$ cat src/rtl/tod_alarm_match.sv
module tod_alarm_match #(
  parameter int W = 8
) (
  input  logic         clk,
  input  logic         rst_n,
  input  logic         upd_stb,
  input  logic         div_hold,
  input  logic         time_frozen,
  input  logic         bin_mode,
  input  logic         hr24,
  input  logic [W-1:0] now_sec,
  input  logic [W-1:0] now_min,
  input  logic [W-1:0] now_hr,
  input  logic [W-1:0] alm_sec,
  input  logic [W-1:0] alm_min,
  input  logic [W-1:0] alm_hr,
  output logic         alarm_set,
  output logic         update_set
);

  localparam int NIB = W / 2;

  function automatic logic [W-1:0] to_bin(input logic [W-1:0] v, input logic bin);
    logic [W-1:0] tens, ones;
    tens = {{(W-NIB){1'b0}}, v[W-1:NIB]};
    ones = {{(W-NIB){1'b0}}, v[NIB-1:0]};
    return bin ? v : W'(tens * W'(10) + ones);
  endfunction

  function automatic logic [W-1:0] hour_norm(input logic [W-1:0] v, input logic bin,
                                             input logic h24);
    logic [W-1:0] h;
    if (h24) return to_bin(v, bin);
    h = to_bin({1'b0, v[W-2:0]}, bin) % W'(12);
    if (v[W-1]) h = h + W'(12);
    return h;
  endfunction

  logic wild_s, wild_m, wild_h;
  logic hit_s, hit_m, hit_h;
  logic run_upd, hit_all;

  assign wild_s = &alm_sec[W-1:W-2];
  assign wild_m = &alm_min[W-1:W-2];
  assign wild_h = &alm_hr[W-1:W-2];

  assign hit_s = wild_s || (to_bin(alm_sec, bin_mode) == to_bin(now_sec, bin_mode));
  assign hit_m = wild_m || (to_bin(alm_min, bin_mode) == to_bin(now_min, bin_mode));
  assign hit_h = wild_h ||
                 (hour_norm(alm_hr, bin_mode, hr24) == hour_norm(now_hr, bin_mode, hr24));

  assign run_upd = upd_stb && !div_hold;
  assign hit_all = hit_s && hit_m && hit_h;

  always_ff @(posedge clk or negedge rst_n) begin
    if (!rst_n) begin
      update_set <= 1'b0;
      alarm_set  <= 1'b0;
    end else begin
      update_set <= run_upd;
      alarm_set  <= run_upd && !time_frozen && hit_all;
    end
  end

endmodule

$ cat config.mk
export PLATFORM = sky130hd
export DESIGN_NAME = tod_alarm_match
export DESIGN_NICKNAME = d
export VERILOG_FILES = /design/src/rtl/tod_alarm_match.sv
export SDC_FILE = /design/constraint.sdc
export NUM_CORES = 1
export LEC_CHECK = 0
export BUFFER_PORTS_ARGS = -buffer_cell sky130_fd_sc_hd__buf_2
export CORE_MARGIN = 3
export CORE_UTILIZATION = 55
export CTS_CLUSTER_DIAMETER = 40
export DETAILED_ROUTE_END_ITERATION = 7
export PLACE_DENSITY = 0.87
export SLEW_MARGIN = 10
export SYNTH_ARGS = -nofsm -noshare
export SYNTH_HDL_FRONTEND = slang
export SYNTH_SLANG_ARGS = --single-unit
$ cat constraint.sdc
create_clock -name clk -period 1.1 [get_ports clk]
set_input_delay 0.22 -clock clk [delete_from_list [all_inputs] [get_ports clk]]
set_output_delay 0.22 -clock clk [all_outputs]
set_load 0.005 [all_outputs]
[Yosys cells after proc, flatten, opt, wreduce, memory -nomap -nowiden]
Cells that the tools add are included.
Widths: inputs -> output; s select.
Word-level totals
  bits in registers: 2
  bits of input ports: 55
  output and inout bits: 2
Cells by class
  add/subtract/negate cells: 10
  multipliers: 8
  divide/modulo/power cells: 2
  eq/ne operators: 3
  multiplexer cells: 15
  reductions and logical operators: 13
Operators by type and width (count)
  $mux 8: 14
  $add 8x4->8: 6
  $mul 4x3->7 const B: 6
  $eq 8x8->1: 3
  $add 7x4->8: 2
  $add 8x4->8 const B: 2
  $mod 8x4->8 const B: 2
  $mul 3x3->6 const B: 2
  $reduce_and 2->1: 3
  $logic_and 1x1->1: 5
  $logic_or 1x1->1: 3
  $logic_not 1->1: 2
  $mux 1: 1

[Logic depth before layout (Yosys ltp)]
  depth after elaboration: 11
  gate-level depth with buffers: 19
  mapped depth without buffers: 19

[Worst setup path after synthesis]
OpenSTA, ideal clock, no wires.
  path kind: input -> register
  start: input port now_hr[1]
  end: register alarm_set
  setup time: 0.094 ns
  arrival: 3.766 ns
  required time: 1.006 ns
  path slack: -2.760 ns
  stages on the path: 17
  path buffers: 0
  cells stage by stage: ha_1 fa_1 a21oi_1 a211oi_1 a221oi_1 nor4_1 a211oi_1 nand2_1 a21boi_0 xnor2_1 ha_1 nand2b_1 xnor2_1 or4_1 mux2i_1 o221ai_1 a221oi_2
Between the ends
  cells in the longest elaborated chain, start to end: 10
  elaborated cells between the ends (all ways): 13
  classes of those cells: add/sub: 3; div: 1; eq/ne: 1; mux: 5; reduce/logical: 3
Ends and longest elaborated chain
  start: declaration: line 13  | input logic [W-1:0] now_hr,
  $add 7x4->8: line 27  | return bin ? v : W'(tens * W'(10) + ones);
  $mux 8: line 27
  $mod 8x4->8: line 34  | h = to_bin({1'b0, v[W-2:0]}, bin) % W'(12);
  $add 8x4->8: line 35  | if (v[W-1]) h = h + W'(12);
  $mux 8: line 35
  $mux 8 (*): line 34
  $eq 8x8->1 (*): line 50  | (hour_norm(alm_hr, bin_mode, hr24) == hour_norm(now_hr, bin_mode, hr24));
  $logic_or 1x1->1 (*): line 49  | assign hit_h = wild_h ||
  $logic_and 1x1->1 (*): line 53  | assign hit_all = hit_s && hit_m && hit_h;
  $logic_and 1x1->1 (*): line 61  | alarm_set <= run_upd && !time_frozen && hit_all;
  end signal: assignment: line 61
  end: declaration: line 17  | output logic alarm_set,
Mark *: on every way between the ends. The rest lies on a longest branch, timed or not. The select of a mux whose other input is x is not followed.

[Worst setup path after layout]
  start: input port alm_hr[4]
  end: register alarm_set
Between the ends
  cells in the longest elaborated chain, start to end: 11
  elaborated cells between the ends (all ways): 15
  classes of those cells: add/sub: 3; mul: 2; div: 1; eq/ne: 1; mux: 5; reduce/logical: 3
Ends and longest elaborated chain
  start: declaration: line 16  | input logic [W-1:0] alm_hr,
  $mul 3x3->6: line 27
  $add 7x4->8: line 27
  $mux 8: line 27
  $mod 8x4->8: line 34
  $add 8x4->8: line 35
  $mux 8: line 35
  $mux 8 (*): line 34
  $eq 8x8->1 (*): line 50
  $logic_or 1x1->1 (*): line 49
  $logic_and 1x1->1 (*): line 53
  $logic_and 1x1->1 (*): line 61
Marked as above.

==> flow_metrics.env <==
export IMPL_outcome="finished, violations left"
export IMPL_violations="negative setup slack"
export IMPL_cp_required_ns=1.21
export IMPL_cts_max_path_buffers=2
export IMPL_routed_wl_um=18700
export IMPL_io_pin_count=57
export IMPL_setup_violations_final=1
export IMPL_cts_buffers=3
export IMPL_rsz0062_at_grt="true"
export IMPL_synth_top_area_share_pct=18.3
export IMPL_rows=27
export IMPL_mostFrequentLayoutCells="buf_4, xnor2_1, buf_2, ha_1, nand2_1"
export IMPL_path_max_fanout=7
export IMPL_synth_warning_count=0
export IMPL_relSlewSlack_pct=53.8
export IMPL_start_kind="primary input"
export IMPL_fin_ws_ns=-3.08
export IMPL_drive_gt1_share_pct=43.1
export IMPL_avgSynthCellArea_um2=7.89
export IMPL_drv_slew=0
export IMPL_crit_path_cell_trace="buf_2 -> buf_4 -> ha_4 -> xor2_2 -> nand3_1 -> o221ai_2 -> nand3_2 -> a21boi_2 -> o22ai_1 -> nor2_1 -> xnor2_1 -> ha_1 -> nor2b_1 -> xnor2_1 -> or4_1 -> mux2i_2 -> o221ai_2 -> a221oi_2"
export IMPL_ir_drop_v=0.000707
export IMPL_die_h_um=83.2
export IMPL_remaining_drc_errors=0
export IMPL_hold_path_depth=3
export IMPL_root_buffer="clkbuf_8"
export IMPL_dieWidth_um=83.2
export IMPL_core_um2=5640
export IMPL_avgViaCountPerCell=7.48
export IMPL_timing_fmax_ghz=0.239
export IMPL_ys_flop_type="dfrtp_1"
export IMPL_hold_viol_final=0
export IMPL_synth_cell_types=62
export IMPL_end_kind="flop"
export IMPL_path_class="primary input to flop"
export IMPL_slowest_stage="or4_1"
export IMPL_ys_top_cells_by_area="ha_1, xnor2_1, fa_1"
export IMPL_tns_ns=-3.08
export IMPL_syn_area_um2=3270
export IMPL_tightest_slew_ns=0.688
export IMPL_path_clk_slew_ns=0.03
export IMPL_synthToLayoutAreaGrowth_pct=55.5
export IMPL_synthArstFlopShare_pct=100
export IMPL_grt_ovfl_total=0
export IMPL_critPathBufInv=2
export IMPL_ys_seq_elements=2
export IMPL_cpPeakStageDelay_ns=0.42
export IMPL_whs_endpoint="update_set"
export IMPL_mostFrequentLayoutCell="buf_4"
export IMPL_layout_min_cycle_time_ns=4.18
export IMPL_timing_final_crit_share_pct=380
export IMPL_cp_arrival_ns=4.29
export IMPL_cts_num_sinks=2
export IMPL_io_buffers=56
export IMPL_start_util_pct=58.0
export IMPL_vias=5050
export IMPL_dieArea_um2=6920
export IMPL_drv_cap=0
export IMPL_track_usage_pct=47.5
export IMPL_fin_util_pct=90.2
export IMPL_htreeDepth=1
export IMPL_wl_per_cell_um=27.6
export IMPL_first_global_vias=5136
export IMPL_p_per_area_nw_per_um2=906
export IMPL_first_pass_iters=7
export IMPL_cts_tree="yes"
export IMPL_diodes=0
export IMPL_dp_hpwl_um=10600
export IMPL_hold_path_class="primary input to flop"
export IMPL_ys_seq_area_share_pct=1.53
export IMPL_yosysTopAreaCell="ha_1"
export IMPL_synth_nets=530
export IMPL_drt_iter0_markers=926
export IMPL_crit_family="compound AO/OA/AOI/OAI gates"
export IMPL_total_leakage_power_nw=2.32
export IMPL_place_congestion=0.964
export IMPL_antenna_left=0
export IMPL_grt_max_degree=31
export IMPL_antenna_found_initial=0
export IMPL_worstHoldStart="div_hold"
export IMPL_syn_instance_count=415
export IMPL_grt_pass1_wl_um=26400
export IMPL_nets=720
export IMPL_power_mw=4.61
export IMPL_synth_edff_count=0
[timing repair]
item,in CTS,in global routing
setup endpoints to repair,1,1
pin swaps,7,16
resized for setup,15,26
endpoints found under the hold margin,2,0
hold buffers,1,0
setup buffers,2,5
gates cloned,0,1
[tightest hold or removal path, stage by stage]
cell and delay (ns):
buf_2 0.09, nor2b_1 0.06, buf_4 0.13
[metal layers]
| layer | vias to the layer above | global-route usage, % | wire (um) |
|---|---|---|---|
| li1 | 1925 | - | - |
| met1 | 2215 | 48.6 | 5650 |
| met2 | 618 | 78.2 | 7610 |
| met3 | 290 | 16.4 | 2920 |
| met4 | 2 | 37.9 | 2430 |
| met5 | - | 0 | 42 |
[logic make-up (layout without fill, tap and decap cells)]
family	count (synthesis)	count (layout)	synth area share, %
DFF	2	2	1.53
xor gates and xnor gates	81	81	21.7
adders and majority gates	60	60	25.7
and+or+nand+nor	124	124	19.5
muxes	8	8	2.90
buffers and inverters	33	220	4.28
AOI/OAI and AO/OA	107	108	24.4
[flip-flops by register name (all words and copies together) (netlist names)]
signal / count
alarm_set: 1
update_set: 1
[power breakdown]
part           switching [mW]  total (mW)  internal (mW)
logic                    2.28        4.22           1.95
clock network          0.0795       0.313          0.233
registers            0.000712      0.0768         0.0761
[worst max-delay path by stage]
stage	endpoint	depth (start not counted)	from	slack, ns
2_1_floorplan	alarm_set	17	now_hr[4]	-2.39
3_5_place_dp	alarm_set	18	alm_hr[4]	-3.10
3_3_place_gp	alarm_set	18	now_hr[4]	-2.75
6_report	alarm_set	18	alm_hr[4]	-3.08
5_1_grt	alarm_set	18	now_hr[4]	-3.30
4_1_cts	alarm_set	16	now_hr[4]	-2.66
[Yosys cell counts (10+ instances only)]
cell and instances:
nand2_1 33, nor3_1 12, nand3_1 10, xnor2_1 59, o21ai_0 14, nor2_1 26, xor2_1 22, a211oi_1 12
fa_1 12, a21oi_1 19, ha_1 48, inv_1 20
[per-stage QoR]
| stage | area [um2] | hold WS, ns | std cells | setup slack, ns |
|---|---|---|---|---|
| 3_5_place_dp | 4760 | 0.0166 | 663 | -3.10 |
| 4_1_cts | 4900 | 0.319 | 669 | -2.66 |
| 5_1_grt | 5090 | 0.308 | 675 | -3.30 |
| 3_3_place_gp | 4760 | 0.0110 | 663 | -2.75 |
| 2_1_floorplan | 3470 | -0.0756 | 415 | -2.39 |
| 6_report | 5090 | 0.324 | 675 | -3.08 |
[final cells by class]
class                   count  area, um2
multi-input cells         381       3480
repair buffers            196       1350
fillers                   173        551
well taps                  72       90.1
inverters                  21       78.8
flip-flops and latches      2       50.0
clock buffers               3       41.3
Note: power is estimated with default switching activity, not from simulation.
